File: src/rtl/intr_pkg.sv
package intr_pkg;
  // Strobes from the control module to the datapath.
  typedef struct packed {
    logic issue;   // load a message write from the table
    logic setErr;  // out-of-range request seen
  } ctrlStrobes_t;
endpackage

File: src/rtl/intr_regs.sv
module intr_regs #(
  parameter int NumVec = 5,
  parameter int ReqW   = 3,
  parameter int AddrW  = 12,
  parameter logic [AddrW-1:0] MsgBase = 12'h300
) (
  input  logic                       clk,
  input  logic                       rstN,
  input  logic                       regWrEn,
  input  logic [AddrW-1:0]           regAddr,
  input  logic [31:0]                regWrData,
  output logic [31:0]                regRdData,
  input  intr_pkg::ctrlStrobes_t     strobes,
  input  logic [ReqW-1:0]            issueVec,
  input  logic [NumVec-1:0]          pendBits,
  output logic                       wiredMode,
  output logic                       errFlag,
  output logic [63:0]                memAddr,
  output logic [31:0]                memData
);
  localparam int NumWords = NumVec * 4;
  localparam int IdxW     = $clog2(NumWords);
  localparam int PbaWords = ((NumVec + 63) / 64) * 2;
  localparam int PbaIdxW  = (PbaWords > 1) ? $clog2(PbaWords) : 1;
  localparam logic [AddrW-1:0] CtrlOff  = '0;
  localparam logic [AddrW-1:0] StatOff  = AddrW'(4);
  localparam logic [AddrW-1:0] TblBytes = AddrW'(NumWords * 4);
  localparam logic [AddrW-1:0] PbaOff   = MsgBase + AddrW'(256);
  localparam logic [AddrW-1:0] PbaBytes = AddrW'(PbaWords * 4);

  logic [31:0] tbl [NumWords];
  logic [AddrW-1:0] tblRel, pbaRel;
  logic tblHit, pbaHit;
  logic [IdxW-1:0] tblIdx, issueBase;
  logic [PbaIdxW-1:0] pbaIdx;
  logic [PbaWords*32-1:0] pendPad;

  assign tblRel    = regAddr - MsgBase;
  assign pbaRel    = regAddr - PbaOff;
  assign tblHit    = tblRel < TblBytes;
  assign pbaHit    = pbaRel < PbaBytes;
  assign tblIdx    = tblRel[IdxW+1:2];
  assign pbaIdx    = pbaRel[PbaIdxW+1:2];
  assign pendPad   = {{(PbaWords*32-NumVec){1'b0}}, pendBits};
  assign issueBase = IdxW'(issueVec) << 2;

  always_ff @(posedge clk or negedge rstN) begin
    if (!rstN) begin
      for (int w = 0; w < NumWords; w++) tbl[w] <= '0;
    end else if (regWrEn && tblHit) begin
      tbl[tblIdx] <= regWrData;
    end
  end

  always_ff @(posedge clk or negedge rstN) begin
    if (!rstN) begin
      wiredMode <= 1'b0;
      errFlag   <= 1'b0;
    end else begin
      if (regWrEn && regAddr == CtrlOff) wiredMode <= regWrData[0];
      if (strobes.setErr) errFlag <= 1'b1;
      else if (regWrEn && regAddr == StatOff && regWrData[0]) errFlag <= 1'b0;
    end
  end

  always_ff @(posedge clk or negedge rstN) begin
    if (!rstN) begin
      memAddr <= '0;
      memData <= '0;
    end else if (strobes.issue) begin
      memAddr <= {tbl[issueBase + IdxW'(1)], tbl[issueBase]};
      memData <= tbl[issueBase + IdxW'(2)];
    end
  end

  always_comb begin
    regRdData = '0;
    if (regAddr == CtrlOff)      regRdData[0] = wiredMode;
    else if (regAddr == StatOff) regRdData[0] = errFlag;
    else if (tblHit)             regRdData = tbl[tblIdx];
    else if (pbaHit)             regRdData = pendPad[32*int'(pbaIdx) +: 32];
  end
endmodule

File: src/rtl/intr_ctrl.sv
module intr_ctrl #(
  parameter int NumVec   = 5,
  parameter int NumWired = 4,
  parameter int ReqW     = 3
) (
  input  logic                   clk,
  input  logic                   rstN,
  input  logic                   reqValid,
  input  logic [ReqW-1:0]        reqVector,
  input  logic                   wiredMode,
  input  logic                   memReady,
  output logic                   memValid,
  output logic [NumWired-1:0]    wiredIrq,
  output logic [NumVec-1:0]      pendBits,
  output intr_pkg::ctrlStrobes_t strobes,
  output logic [ReqW-1:0]        issueVec
);
  localparam logic [ReqW-1:0] WiredLim = ReqW'(NumWired);
  localparam logic [ReqW-1:0] MsgLim   = ReqW'(NumVec);

  logic busy, inRange, msgReq, wiredReq;
  logic [NumVec-1:0] pend, setMask, clrMask;

  assign inRange  = wiredMode ? (reqVector < WiredLim) : (reqVector < MsgLim);
  assign msgReq   = reqValid && !wiredMode && inRange;
  assign wiredReq = reqValid && wiredMode && inRange;
  assign setMask  = msgReq ? (NumVec'(1) << reqVector) : '0;

  always_comb begin
    issueVec = '0;
    for (int i = NumVec - 1; i >= 0; i--) begin
      if (pend[i]) issueVec = ReqW'(i);
    end
  end

  assign strobes.issue  = !busy && (|pend);
  assign strobes.setErr = reqValid && !inRange;
  assign clrMask        = strobes.issue ? (NumVec'(1) << issueVec) : '0;

  always_ff @(posedge clk or negedge rstN) begin
    if (!rstN) begin
      pend     <= '0;
      busy     <= 1'b0;
      wiredIrq <= '0;
    end else begin
      pend     <= (pend & ~clrMask) | setMask;
      wiredIrq <= wiredReq ? (NumWired'(1) << reqVector) : '0;
      if (strobes.issue) busy <= 1'b1;
      else if (busy && memReady) busy <= 1'b0;
    end
  end

  assign memValid = busy;
  assign pendBits = pend;
endmodule

File: src/rtl/intr_deliver.sv
module intr_deliver #(
  parameter int NumVec   = 5,
  parameter int NumWired = 4,
  parameter int ReqW     = 3,
  parameter int AddrW    = 12,
  parameter logic [AddrW-1:0] MsgBase = 12'h300
) (
  input  logic                clk,
  input  logic                rstN,
  input  logic                reqValid,
  input  logic [ReqW-1:0]     reqVector,
  input  logic                regWrEn,
  input  logic [AddrW-1:0]    regAddr,
  input  logic [31:0]         regWrData,
  output logic [31:0]         regRdData,
  output logic [NumWired-1:0] wiredIrq,
  output logic                memValid,
  input  logic                memReady,
  output logic [63:0]         memAddr,
  output logic [31:0]         memData
);
  intr_pkg::ctrlStrobes_t strobes;
  logic [ReqW-1:0]   issueVec;
  logic [NumVec-1:0] pendBits;
  logic wiredMode, errFlag;

  intr_ctrl #(.NumVec(NumVec), .NumWired(NumWired), .ReqW(ReqW)) u_ctrl (
    .clk(clk), .rstN(rstN), .reqValid(reqValid), .reqVector(reqVector),
    .wiredMode(wiredMode), .memReady(memReady), .memValid(memValid),
    .wiredIrq(wiredIrq), .pendBits(pendBits), .strobes(strobes),
    .issueVec(issueVec)
  );

  intr_regs #(.NumVec(NumVec), .ReqW(ReqW), .AddrW(AddrW), .MsgBase(MsgBase)) u_dp (
    .clk(clk), .rstN(rstN), .regWrEn(regWrEn), .regAddr(regAddr),
    .regWrData(regWrData), .regRdData(regRdData), .strobes(strobes),
    .issueVec(issueVec), .pendBits(pendBits), .wiredMode(wiredMode),
    .errFlag(errFlag), .memAddr(memAddr), .memData(memData)
  );
endmodule

File: config.mk
export PLATFORM = sky130hd
export DESIGN_NAME = intr_deliver
export DESIGN_NICKNAME = d
export VERILOG_FILES = /design/src/rtl/intr_pkg.sv /design/src/rtl/intr_regs.sv /design/src/rtl/intr_ctrl.sv /design/src/rtl/intr_deliver.sv
export SDC_FILE = /design/constraint.sdc
export NUM_CORES = 1
export LEC_CHECK = 0
export BUFFER_PORTS_ARGS = -buffer_cell sky130_fd_sc_hd__buf_2
export CAP_MARGIN = 20
export CORE_ASPECT_RATIO = 1.2
export CORE_MARGIN = 2
export CORE_UTILIZATION = 60
export DETAILED_ROUTE_END_ITERATION = 12
export GPL_TIMING_DRIVEN = 0
export HOLD_SLACK_MARGIN = 0.06
export PLACE_DENSITY = 0.89
export SLEW_MARGIN = 15
export SYNTH_ARGS = -nofsm -noshare
export SYNTH_HDL_FRONTEND = slang
export SYNTH_HIERARCHICAL = 1
export SYNTH_SLANG_ARGS = --single-unit
File: constraint.sdc
create_clock -name clk -period 7.2 [get_ports clk]
set_input_delay 0.36 -clock clk [delete_from_list [all_inputs] [get_ports clk]]
set_output_delay 0.36 -clock clk [all_outputs]
set_load 0.01 [all_outputs]
# Yosys cells after proc, flatten, opt, wreduce, memory -nomap -nowiden
# Cells that the tools add are included.
# Widths: inputs -> output; s select.
# classes
n_reduce_logical	19
n_addsub	4
muxes	34
shifts	4
bitwise	7
order_cmp	9
n_eq_ne	1
# op_table
op	n
$bmux 32 s5	4
$bwmux 640	1
$mux 32	11
$demux 32 s5	1
$shiftx 64x7->32	1
$mux 31	2
$ge 6x6->1 const B	4
$not 5->6	4
$mux 3	5
$eq 12x3->1 const B	1
$logic_and 1x1->1	12
$logic_not 12->1	1
$lt 12x4->1 const B	1
$lt 12x7->1 const B	1
$sub 12x10->12 const B	1
$sub 12x11->12 const B	1
$mux 5	2
$shl 1x3->5 const A	2
$mux 1	7
$lt 3x3->1 const B	2
$lt 6x1->1 const B	1
$add 5x1->5 const B	1
$add 5x2->5 const B	1
$and 5x5->5	1
7 further kinds	10
# word_totals
regBits	748
word_cells	105
out_inout_bits	133

# Logic depth before layout (Yosys ltp)
# logic_depth
word_depth	10
ltp_mapped	9
mapped_depth_nobuf	6

# By module
# The synthesis kept the hierarchy.
# by_module_without_submodules
mod	cells_per_inst	n_inst	area_per_inst_um2
intr_regs	2518	1	35868.2
intr_ctrl	47	1	452.9

# Worst setup path before layout
# OpenSTA, ideal clock, no wires.
# synth_path
path_type	input to output
from	input regAddr[2]
to	output regRdData[1]
t_arrival_ns	2.045
required_time_ns	6.840
setup_slack_ns	4.795
path_stages	7
path_cell_list	clkbuf_1 > buf_2 > buf_2 > mux4_2 > and2_1 > a211oi_1 > a21oi_1
# synth_between
elab_chain_cells	8
word_cells_on_any_way	15
classes_between	2 x add/sub; 2 x order compare; 1 x eq/ne; 1 x shift; 7 x mux; 1 x bitwise; 1 x reduce/logical
# synth_rtl
item	line	source
from (decl)	intr_deliver.sv:13	input logic [AddrW-1:0] regAddr,
parallel branches: the longest is 7 deep, another holds $sub 12x11->12	n/a	
$mux 31 (*)	intr_regs.sv:78	if (regAddr == CtrlOff) regRdData[0] = wiredMode;
to (decl)	intr_deliver.sv:15	output logic [31:0] regRdData,
# Mark *: on every way between the ends. The select of a mux whose other input is x is not followed.

# Worst setup path in the final report
# layout_path
from	register u_ctrl.pend[2], in the netlist u_ctrl/pendBits[2]
to	register u_dp.memAddr[50]
# layout_between
elab_chain_cells	8
word_cells_on_any_way	10
classes_between	1 x add/sub; 6 x mux; 1 x bitwise; 2 x reduce/logical
# layout_rtl
item	line	source
from (decl)	intr_ctrl.sv:22	logic [NumVec-1:0] pend, setMask, clrMask;
from (signal assigned)	intr_ctrl.sv:46	pend <= (pend & ~clrMask) | setMask;
$mux 3 (3 in series)	intr_ctrl.sv:32	if (pend[i]) issueVec = ReqW'(i);
via issueVec[1]	intr_deliver.sv:23	logic [ReqW-1:0] issueVec;
$add 5x1->5	intr_regs.sv:71	memAddr <= {tbl[issueBase + IdxW'(1)], tbl[issueBase]};
$not 5->6 (implied by the code)	intr_regs.sv:71	
$bmux 32 s5	intr_regs.sv:71	
$mux 32 (implied by the code) (2 in series)	intr_regs.sv:71	
to (signal assigned)	intr_regs.sv:71	
to (decl)	intr_regs.sv:18	output logic [63:0] memAddr,
# The timed path passes the listed nets, and every way through them passes these cells. The select of a mux whose other input is x is not followed.
# A chain may end at the register's enable or synchronous reset.

==> impl_metrics.yaml <==
cts:
  clkTransAtPathRegs_ns: 0.06
  root_buffer: "clkbuf_16"
  cts_setup_buffers: 0
  clk_latency_ns: 0.64
  cts_max_level: 3
  cts.sinks: 748
  clockBufferDepth: 3
  cts_buffers: 73
  cts_tree: "done"
die:
  die_height_um: 274
  rows: 98
  fp.dieW_um: 229
  core_um2: 59700
  io_pins: 185
  fp.dieArea_um2: 62500
  initial_core_util_pct: 60.8
timing:
  maxSlewHeadroom_pct: 13.3
  rsz0062_at_grt: "false"
  fin_crit_sh_pct: 60.2
  setup_violations: 0
  holdWs_ns: 0.0680
  worst_slew_pin_slew_ns: 1.30
  fmaxAchievable_mhz: 231
  finalSetupTns_ns: 0
  setup_ws_ns: 2.87
  finalCriticalPeriod_ns: 4.33
  hold_viol: 0
  slew_violations: 0
  finClkSkew_ns: 0.0241
synth:
  ys_ff_latch: 748
  synth_top_flop_cell: "dfrtp_1"
  yosysSeqAreaShare_pct: 51.5
  synth_edf_count: 0
  synthCells: 2565
  synth-async-reset-ratio_pct: 100
  syn_area_per_cell_um2: 14.2
  yosys_warnings: 6
  netlist.area_leader.share_pct: 51.5
  synth_fp_nets: 2617
  synth_area_leaders: "dfrtp_1, mux2_2, mux4_2"
  syn_area_um2: 36300
  ys_types: 52
  synth_top_area_cell: "dfrtp_1"
final_layout:
  drive_above_1_share_pct: 44.7
  area_delta_synth_final_pct: 13.1
  nNetsFinal: 2869
  finalInstanceArea_um2: 41100
grt:
  grt_max_degree: 111
  grt_pass1_wl_mm: 194
  grt_pass1_vias: 28700
  grt_antenna_before_repair: 3
  busiest_layer: "met2"
  met2_usage_pct: 63.6
  met1_usage_pct: 49.2
  use_met3_pct: 21.6
  grt_usage_pct: 43.9
  overflow: 0
drt:
  drt-total-wl_mm: 135
  drtIter0Drc: 4960
  avgRoutedWirePerCell_um: 36.7
  final_antenna_net_count: 0
  drt-pass1-iter-count: 8
  avgViaCountPerCell: 7.54
  post-route-drc-count: 0
  vias: 27700
worst_setup_path:
  cp_slowest_cell: "clkbuf_1"
  max_stage_delay_ns: 0.99
  worstPathArrival_ns: 4.82
  r2r_start: "u_ctrl/pendBits[2]"
  start_kind: "flip-flop"
  crit_required_ns: 7.69
  worstPathMaxFanout: 10
  cpMostUsedCell: "clkbuf_1"
  cp_num_buf_inv: 3
  crit_type: "flip-flop to flip-flop"
  critPathTopFamily: "buffers and inverters"
  startpoint: "u_ctrl/pendBits[2]"
  cp-end-kind: "flip-flop"
  crit_path_cell_trace: "nor2_1, nor3_1, clkbuf_1, clkbuf_1, clkbuf_1, mux4_2, a221oi_1, nor2_1"
hold_path:
  worstHoldStart: "reqValid"
  hp-class: "input port to flip-flop"
outcome:
  outcome: "finished, final reports clean"
placement:
  place_congestion: 0.996
  numPortBuffers: 151
  placed_cell_area_um2: 38400
  hpwl_mm: 85.1
  pre_cts_slack_ns: 3.22
power_and_ir_drop:
  p_int_mw: 7.99
  leakagePower_nw: 19.5
  power_density_nw_per_um2: 297
  total_power_mw: 12.2
  pwr-share-seq_pct: 38.9
  power_frac_comb_pct: 27.3
  clkPwrFrac_pct: 33.8
  peakVddDrop_mv: 0.250
  power_switching_mw: 4.22
  p_sw_share_pct: 34.6
flow_run:
  cap_violations: 0
-- stage by stage --
stage                     util [%]  std cells
after floorplan                  -       2565
after global placement        63.8       3516
after detailed placement      64.3       3530
after CTS                     68.7       3664
after global routing          68.8       3670
final                         68.8       3677
-- final timing paths --
path,endpoint,cells after the start,slack [ns]
setup / recovery,u_dp/memAddr[50],8,2.87
hold / removal,u_ctrl/wiredIrq[3],3,0.07
setup reg to reg,u_dp/memAddr[50],8,2.87
hold reg to reg,u_dp/memAddr[23],2,0.50
max in group asynchronous,u_dp/memAddr[51],6,4.69
min in group asynchronous,u_dp/tbl[232],2,0.23
-- synth_stat cells (all sizes together) (2+ instances only) --
master / count
dfrtp: 748
mux2: 642
nor2: 270
mux4: 256
clkbuf: 143
buf: 109
a221oi: 96
nand2: 93
a21oi: 34
inv: 33
a22o: 28
o22ai: 27
nor3: 16
o21ai: 11
nand2b: 7
nor4: 7
nand3: 5
nand4: 5
a211oi: 3
and2: 3
nor2b: 3
or3: 3
mux2i: 2
nor4b: 2
o211ai: 2
o31ai: 2
or4: 2
-- sequential cells by signal (all words and copies together), names as in the netlist --
signal / cells
u_dp/memAddr: 64
u_dp/memData: 32
u_dp/errFlag: 1
u_dp/tbl: 640
u_ctrl/memValid: 1
u_dp/wiredMode: 1
u_ctrl/wiredIrq: 4
u_ctrl/pendBits: 5
-- what timing repair did --
item / CTS / global route
hold endpoints to repair: 62 / 0
resized for setup: 0 / 0
hold buffers: 6 / 0
endpoints found under the setup margin: 0 / 0
-- power groups by stage --
| stage | sequential (mW) | clock [mW] | combinational (mW) |
|---|---|---|---|
| floorplan | 4.93 | 0 | 1.55 |
| global placement | 4.80 | 0 | 3.06 |
| detailed placement | 4.82 | 0 | 3.15 |
| CTS | 4.75 | 4.11 | 3.17 |
| global route | 4.79 | 4.29 | 3.41 |
| finish | 4.75 | 4.13 | 3.34 |
-- final cells by class --
class	count	area [µm²]
fill	3860	18600
multi-input combinational	1531	16400
clock inverter	25	368
timing repair buffer	177	1180
antenna	7	17.5
clock buffer	103	2190
buffer	252	1070
sequential	748	18700
inverter	34	128
tap	800	1000
-- kinds of logic (layout without fill, tap and decap cells) --
family	after synthesis	after routing	share of synthesized area [%]
flops	748	748	51.5
mux	900	900	35.8
simple gates	421	421	4.95
compound gates	210	210	4.40
other cells	0	7	0
buf+inv	286	591	3.28
-- worst reg2reg max path, stage by stage (launching register included) --
cell,delay (ns)
dfrtp_1,0.46
nor2_1,0.08
nor3_1,0.12
clkbuf_1,0.46
clkbuf_1,0.81
clkbuf_1,1.00
mux4_2,0.45
a221oi_1,0.72
nor2_1,0.08
-- cell usage in the layout, fill, tap and decap left out, types with 4 or more instances in the layout --
cell type,netlist,final
a221oi_1,96,95
a21oi_1,34,34
clkbuf_16,0,76
clkbuf_8,0,19
nand3_1,4,4
buf_8,0,5
nor2_2,4,4
bufinv_16,0,9
buf_1,21,20
nor3_1,7,7
buf_2,85,236
a22o_1,28,28
mux4_2,256,256
clkinv_2,0,13
nand4_1,5,5
mux2_1,23,23
dfrtp_1,748,748
buf_6,0,8
clkbuf_1,143,143
nor3_2,9,9
mux2_2,619,619
buf_16,0,7
o22ai_1,27,27
o21ai_0,8,8
buf_4,3,4
nor4_1,7,7
diode_2,0,7
dlygate4sd3_1,0,6
inv_1,32,32
nand2b_1,7,7
nand2_1,93,93
clkbuf_2,0,8
nor2_1,266,266
-- layer usage --
metal  vias to the layer above  part of all wire, %
met3                       980                   16
met1                     13900                   30
li1                      10100                    -
met5                         -                    0
met2                      2789                   43
met4                         0                   10
Power figures use the tool's default switching activity.
